==> src/rtl/xaa_pkg.sv <==
package xaa_pkg;
  localparam int unsigned XAA_W         = 8;
  localparam int unsigned XAA_STALL_BIT = 4;

  typedef logic [XAA_W-1:0] xaa_word_t;

  // Wired-AND merge: magic bits of the old A are forced high, strip bits dropped.
  function automatic xaa_word_t xaa_merge(input xaa_word_t acc,
                                          input xaa_word_t xreg,
                                          input xaa_word_t bus_and,
                                          input xaa_word_t magic,
                                          input xaa_word_t strip);
    return (acc | magic) & xreg & bus_and & ~strip;
  endfunction

  function automatic logic xaa_is_zero(input xaa_word_t v);
    return (v == '0);
  endfunction

  function automatic logic xaa_is_neg(input xaa_word_t v);
    return v[XAA_W-1];
  endfunction
endpackage

==> src/rtl/xaa_seq_ctrl.sv <==
module xaa_seq_ctrl (
  input  logic clk,
  input  logic rst_n,
  input  logic start,
  input  logic rdy,
  output logic accept,
  output logic busy,
  output logic fire,
  output logic stall_seen,
  output logic done
);
  logic busy_q, stall_q, done_q;

  assign accept     = start & ~busy_q;
  assign fire       = busy_q & rdy;
  assign busy       = busy_q;
  assign stall_seen = stall_q;
  assign done       = done_q;

  always_ff @(posedge clk or negedge rst_n) begin
    if (!rst_n) begin
      busy_q  <= 1'b0;
      stall_q <= 1'b0;
      done_q  <= 1'b0;
    end else begin
      done_q <= fire;
      if (accept) begin
        busy_q  <= 1'b1;
        stall_q <= 1'b0;
      end else if (fire) begin
        busy_q <= 1'b0;
      end else if (busy_q) begin
        stall_q <= 1'b1;
      end
    end
  end
endmodule

==> src/rtl/xaa_bus_latch.sv <==
module xaa_bus_latch
  import xaa_pkg::*;
(
  input  logic      clk,
  input  logic      rst_n,
  input  logic      precharge,
  input  logic      sample,
  input  xaa_word_t data_in,
  output xaa_word_t latch_q,
  output xaa_word_t bus_and
);
  xaa_word_t lat;

  assign latch_q = lat;
  assign bus_and = lat & data_in;

  always_ff @(posedge clk or negedge rst_n) begin
    if (!rst_n)         lat <= '0;
    else if (precharge) lat <= '1;
    else if (sample)    lat <= lat & data_in;
  end
endmodule

==> src/rtl/xaa_acc_regs.sv <==
module xaa_acc_regs
  import xaa_pkg::*;
#(
  parameter xaa_word_t MAGIC      = 8'hEE,
  parameter bit        RDY_CLR_B4 = 1'b1
) (
  input  logic      clk,
  input  logic      rst_n,
  input  logic      idle,
  input  logic      fire,
  input  logic      stall_seen,
  input  xaa_word_t bus_and,
  input  logic      a_wr,
  input  xaa_word_t a_wdata,
  input  logic      x_wr,
  input  xaa_word_t x_wdata,
  output xaa_word_t a_q,
  output xaa_word_t x_q,
  output logic      n_q,
  output logic      z_q
);
  localparam xaa_word_t STALL_STRIP = xaa_word_t'(1) << XAA_STALL_BIT;

  xaa_word_t strip, a_next;
  xaa_word_t a_r, x_r;
  logic      n_r, z_r;

  generate
    if (RDY_CLR_B4) begin : g_strip_on
      assign strip = stall_seen ? STALL_STRIP : '0;
    end else begin : g_strip_off
      assign strip = '0;
    end
  endgenerate

  assign a_next = xaa_merge(a_r, x_r, bus_and, MAGIC, strip);
  assign a_q = a_r;
  assign x_q = x_r;
  assign n_q = n_r;
  assign z_q = z_r;

  always_ff @(posedge clk or negedge rst_n) begin
    if (!rst_n) begin
      a_r <= '0;
      x_r <= '0;
      n_r <= 1'b0;
      z_r <= 1'b0;
    end else begin
      if (fire) begin
        a_r <= a_next;
        n_r <= xaa_is_neg(a_next);
        z_r <= xaa_is_zero(a_next);
      end else if (idle && a_wr) begin
        a_r <= a_wdata;
      end
      if (idle && x_wr) x_r <= x_wdata;
    end
  end
endmodule

==> src/rtl/xaa_merge_unit.sv <==
module xaa_merge_unit
  import xaa_pkg::*;
#(
  parameter logic [7:0] MAGIC      = 8'hEE,
  parameter bit         RDY_CLR_B4 = 1'b1
) (
  input  logic       clk,
  input  logic       rst_n,
  input  logic       start,
  input  logic       rdy,
  input  logic [7:0] data_in,
  input  logic       a_wr,
  input  logic [7:0] a_wdata,
  input  logic       x_wr,
  input  logic [7:0] x_wdata,
  output logic [7:0] a_out,
  output logic       n_flag,
  output logic       z_flag,
  output logic       done
);
  logic      accept, busy, fire, stall_seen;
  xaa_word_t latch_q, bus_and, x_q;

  xaa_seq_ctrl u_ctrl (
    .clk(clk), .rst_n(rst_n), .start(start), .rdy(rdy),
    .accept(accept), .busy(busy), .fire(fire),
    .stall_seen(stall_seen), .done(done)
  );

  xaa_bus_latch u_latch (
    .clk(clk), .rst_n(rst_n), .precharge(accept), .sample(busy),
    .data_in(data_in), .latch_q(latch_q), .bus_and(bus_and)
  );

  xaa_acc_regs #(.MAGIC(MAGIC), .RDY_CLR_B4(RDY_CLR_B4)) u_acc (
    .clk(clk), .rst_n(rst_n), .idle(~busy), .fire(fire),
    .stall_seen(stall_seen), .bus_and(bus_and),
    .a_wr(a_wr), .a_wdata(a_wdata), .x_wr(x_wr), .x_wdata(x_wdata),
    .a_q(a_out), .x_q(x_q), .n_q(n_flag), .z_q(z_flag)
  );
endmodule

==> config.mk <==
export PLATFORM = sky130hd
export DESIGN_NAME = xaa_merge_unit
export DESIGN_NICKNAME = d
export VERILOG_FILES = /design/src/rtl/xaa_pkg.sv /design/src/rtl/xaa_seq_ctrl.sv /design/src/rtl/xaa_bus_latch.sv /design/src/rtl/xaa_acc_regs.sv /design/src/rtl/xaa_merge_unit.sv
export SDC_FILE = /design/constraint.sdc
export NUM_CORES = 1
export LEC_CHECK = 0
export ABC_AREA = 1
export BUFFER_PORTS_ARGS = -buffer_cell sky130_fd_sc_hd__buf_2
export CORE_MARGIN = 2
export CORE_UTILIZATION = 41
export CTS_BUF_LIST = sky130_fd_sc_hd__clkbuf_2
export DETAILED_ROUTE_END_ITERATION = 7
export PLACE_DENSITY_LB_ADDON = 0.08
export SETUP_SLACK_MARGIN = 0.15
export SYNTH_ARGS = -nofsm -noshare
export SYNTH_HDL_FRONTEND = slang
export SYNTH_HIERARCHICAL = 1
export SYNTH_SLANG_ARGS = --single-unit
==> constraint.sdc <==
create_clock -name clk -period 1.38 [get_ports clk]
set_clock_uncertainty 0.15 [all_clocks]
set_input_delay 0.276 -clock clk [delete_from_list [all_inputs] [get_ports clk]]
set_output_delay 0.276 -clock clk [all_outputs]
set_load 0.02 [all_outputs]
# ---- Word-level counts from Yosys, hierarchy flattened
# Cells that the tools add are included.
dict set report totals {
  input_bits 30
  regBits 29
  elab_cells 34
}
dict set report op_classes {
  eq_ne 1
  n_reduce_logical 7
  bitwise 8
  mux 10
}
# op count
set ops {}
lappend ops {{$and A8 B8 Y8} 4}
lappend ops {{$mux W8} 4}
lappend ops {{$logic_not A8 Y1} 1}
lappend ops {{$not A8 Y8} 1}
lappend ops {{$reduce_bool A2 Y1} 3}
lappend ops {{$mux W1} 5}
lappend ops {{$mux W5} 1}
lappend ops {{$and A1 B1 Y1} 2}
lappend ops {{$logic_and A1 B1 Y1} 2}
lappend ops {{$ne A2 B2 Y1 const B} 1}
lappend ops {{$reduce_and A2 Y1} 1}
lappend ops {{$not A1 Y1} 1}

# ---- Logic depth before layout (Yosys ltp)
dict set report logic_depth {
  ltp_word 4
  depth_mapped 7
  depth_no_buf 7
}

# ---- By module
# The synthesis kept the hierarchy.
# module seq_area_each_um2 area_per_inst_um2 cells_each n_inst
set modules_own_cells {}
lappend modules_own_cells {xaa_acc_regs 450.4 810.8 87 1}
lappend modules_own_cells {xaa_bus_latch 200.2 337.8 42 1}
lappend modules_own_cells {xaa_seq_ctrl 75.1 115.1 13 1}
lappend modules_own_cells {xaa_merge_unit 0.0 3.8 1 1}

# ---- Least setup slack after synthesis
# No wires, ideal clock.
dict set report synth_timing {
  path_kind {reg-to-reg}
  startpoint {register u_ctrl.busy_q, in the netlist u_ctrl/busy}
  endpoint {register u_acc.x_r[0], in the netlist u_acc/x_q[0]}
  setup_slack_ns 0.171
  stages_incl_launch_ff 4
  t_arrival_ns 0.934
  cell_sequence {dfrtp_1 -> inv_1 -> nand2_2 -> mux2_2}
}
dict set report synth_via {
  elab_chain_cells 2
}
# element line
set synth_lines {}
lappend synth_lines {{start: declaration} xaa_seq_ctrl.sv:12} ;# logic busy_q, stall_q, done_q;
lappend synth_lines {{start signal: assignment} xaa_seq_ctrl.sv:22} ;# busy_q <= 1'b0;
lappend synth_lines {{start signal: assignment} xaa_seq_ctrl.sv:28} ;# busy_q <= 1'b1;
lappend synth_lines {{start signal: assignment} xaa_seq_ctrl.sv:31} ;# busy_q <= 1'b0;
lappend synth_lines {{$not A1 Y1} xaa_merge_unit.sv:36} ;# .clk(clk), .rst_n(rst_n), .idle(~busy), .fire(fire),
lappend synth_lines {{$logic_and A1 B1 Y1} xaa_acc_regs.sv:56} ;# if (idle && x_wr) x_r <= x_wdata;
lappend synth_lines {{end signal: assignment} xaa_acc_regs.sv:56}
lappend synth_lines {{end: declaration} xaa_acc_regs.sv:25} ;# xaa_word_t a_r, x_r;
# No other way between the ends.
# A chain may end at the register's enable or synchronous reset.

# ---- Worst setup path in the final report
dict set report layout_timing {
  startpoint {register u_acc.z_r, in the netlist u_acc/z_q}
  endpoint {output port z_flag}
}
# element line
set layout_rtl {}
lappend layout_rtl {{start: declaration} xaa_acc_regs.sv:26} ;# logic n_r, z_r;
lappend layout_rtl {{start signal: assignment} xaa_acc_regs.sv:52} ;# z_r <= xaa_is_zero(a_next);
lappend layout_rtl {{end: declaration} xaa_merge_unit.sv:18} ;# output logic z_flag,
# No word-level cell between the ends.

==> flow_metrics.tcl <==
set metrics [dict create \
    synth_xor_area_share_pct 0 \
    synth_cell_type_count 11 \
    die_y_um 59.6 \
    yosys.area.top_type "dfrtp_1" \
    reg2reg_depth 6 \
    place_hpwl_mm 1.98 \
    syn_to_final_growth_pct 69.9 \
    setup_violations 0 \
    clock.fmax_ghz 0.745 \
    ys.warnings.count 6 \
    cap_violations 0 \
    cts_inserted_buffers 5 \
    endpoint_kind "output port" \
    vdd_drop_max_uv 621 \
    fin_util_pct 71.7 \
    path_clk_slew_ns 0.14 \
    avgSynthCellArea_um2 8.86 \
    cts.sinks 29 \
    period_minus_slack_ns 1.34 \
    dpl_cell_area_um2 1530 \
    die_w_um 59.6 \
    design_area_um2 2150 \
    cpPeakStageDelay_ns 0.43 \
    postSynthCellCount 143 \
    cp_data_required_time_ns 0.95 \
    drt-vias-per-instance 4.76 \
    fin_cells 255 \
    num-nets-final 252 \
    outcome "finished clean" \
    htree_levels 2 \
    grt_first_pass_wirelength_mm 5.34 \
    cp-startpoint "u_acc/z_q" \
    finalSetupTns_ns 0 \
    drtAntennaViolNets 0 \
    cts_tree "built" \
    worst_slew_pin_slew_ns 0.374 \
    pwr-share-seq_pct 44.1 \
    cp_slowest_cell "dfrtp_1" \
    die_area_um2 3550 \
    r2r_end "u_acc/a_q[0]" \
    cp-start-kind "register" \
    hold_viol_final 0 \
    p_leak_nw 1.16 \
    placed_cells 217 \
    relSlewSlack_pct 75.0 \
    rsz0062_at_grt "true" \
    numPortBuffers 40 \
    core_um2 3000 \
    postRouteWirelength_mm 3.24 \
    final-seq-area_um2 727 \
    power_switching_share_pct 34.5 \
    cp.arrival_ns 0.92 \
    r2r_slack_ns 0.14 \
    power_density_nw_per_um2 1220 \
    gp_routability_congestion 0.725 \
    start_util_pct 42.2 \
    drt_iter0_markers 43 \
    clockPowerShare_pct 15.1 \
    drc 0 \
    rows 20 \
    wl_per_cell_um 12.7 \
    whs_path_depth 3 \
    n_antenna_cell 0 \
    grtUsageTotal_pct 20.9 \
    fillers 227 \
    syn_area_um2 1270 \
    cp_cell_sequence "buf_6" \
    vias 1213 \
    synthMuxAreaShare_pct 7.11 \
    grt.overflow.total 0 \
    holdPathEnd "u_latch/latch_q[4]" \
    holdCritPathClass "primary input to register" \
    antenna_found_initial 0 \
    dr.pass1.iters 4 \
    io_pins 41 \
    ys_ff_latch 29 \
    p_int_w 0.00171 \
    grt_max_degree 30 \
    r2r-start "u_ctrl/busy" \
    synth_top_family_by_area "simple AND/OR/NAND/NOR gates" \
    synth_adder_area_share_pct 0 \
    synth_compound_area_share_pct 3.36 \
    multi_input_area_um2 641 \
    drive_above_1_share_pct 51.8 \
    combinationalPowerShare_pct 40.8 \
    crit_buf_inv 1 \
    cts_max_path_buffers 2 \
    grt_pass1_vias 1178 \
    power_w 0.00262 \
    min_period_over_period_pct 97.3 \
    holdCritStartpoint "data_in[4]" \
    path_class "register to output port" \
    synth_area_leaders "dfrtp_1 57%, nand2_1 16%, mux2_2 7.1%" \
    ys_seq_area_share_pct 57.3 \
    slew_viol_final 0 \
    synthSimpleGateAreaFrac_pct 24.9 \
    clock_latency_ns 0.35 \
    cts-root-buf "clkbuf_2" \
    power.switching_w 0.000903 \
    synth_nets 173 \
    synth_top_area_share_pct 57.3 \
    cpLargestDelayFamily "flip-flops" \
    critPathMaxFanout 2 \
]
## final cells by class
cell class / instances / area share (%)
clock buffer: 6 / 1.39
inverter: 22 / 5.11
timing repair buffer: 73 / 27.9
tap: 33 / 1.92
sequential: 29 / 33.8
clock inverter: 1 / 0.174
multi-input combinational: 91 / 29.8
## routing by layer
layer  part of all wire, %  global-route usage [%]  up-vias
li1                      -                       -      605
met1                    43                    26.3      566
met2                    50                    33.1       34
met3                   5.4                    7.42        8
met4                   1.8                    7.62        0
met5                     0                       0        -
## stage by stage
stage                     setup slack [ns]  hold slack [ns]
after floorplan                      0.171           -0.170
after global placement              0.0882            0.152
after detailed placement            0.0731            0.157
after CTS                           0.0188          -0.0262
after global routing               -0.0564          -0.0219
final                               0.0377          0.00780
## registers in the layout, indices dropped and copies added (netlist names)
signal / flops
u_ctrl/stall_seen: 1
u_acc/a_q: 8
u_acc/n_q: 1
u_acc/z_q: 1
u_latch/latch_q: 8
u_ctrl/done: 1
u_ctrl/busy: 1
u_acc/x_q: 8
## how the worst max path moves through the flow
stage | endpoint | cells past startpoint | slack [ns]
2_1_floorplan | u_acc/x_q[0] | 3 | 0.17
3_3_place_gp | u_acc/x_q[1] | 3 | 0.09
3_5_place_dp | u_acc/x_q[2] | 3 | 0.07
4_1_cts | z_flag | 1 | 0.02
5_1_grt | z_flag | 1 | -0.06
6_report | z_flag | 1 | 0.04
## power by group through the flow
stage	Combinational, W	Clock (W)	Sequential, W
floorplan	0.000312	0	0.00123
global placement	0.000609	0	0.00114
detailed placement	0.000625	0	0.00114
CTS	0.000898	0.000415	0.00114
global route	0.00117	0.000469	0.00118
finish	0.00107	0.000396	0.00115
## cells in the final DEF (no fill, tap or decap), types with 8 or more instances in the layout
cell           Yosys  routed
buf_6              1      14
mux2_4             0       8
nand3_1           17      10
nand2_1           53      34
buf_2              0      29
dfrtp_1           29      28
inv_1             18      13
buf_4              0      13
dlygate4sd3_1      0      14
nand2_2            2      15
## logic make-up after synthesis
logic type,after synthesis
compound gates,6
buf+inv,23
flops,29
mux,8
simple gates,77
## Yosys cell counts
master	n
buf_6	1
dfrtp_1	29
inv_1	18
inv_2	4
mux2_2	8
nand2_1	53
nand2_2	2
nand3_1	17
nor2_1	5
o211ai_1	5
o21ai_1	1
## repair_timing
action	CTS	global route
gates cloned	1	0
pin swaps	5	20
setup endpoints to repair	26	37
hold endpoints to repair	45	6
gates resized for setup	39	55
hold buffers	13	2
buffers inserted	11	4
Note: power is estimated with default switching activity, not from simulation.
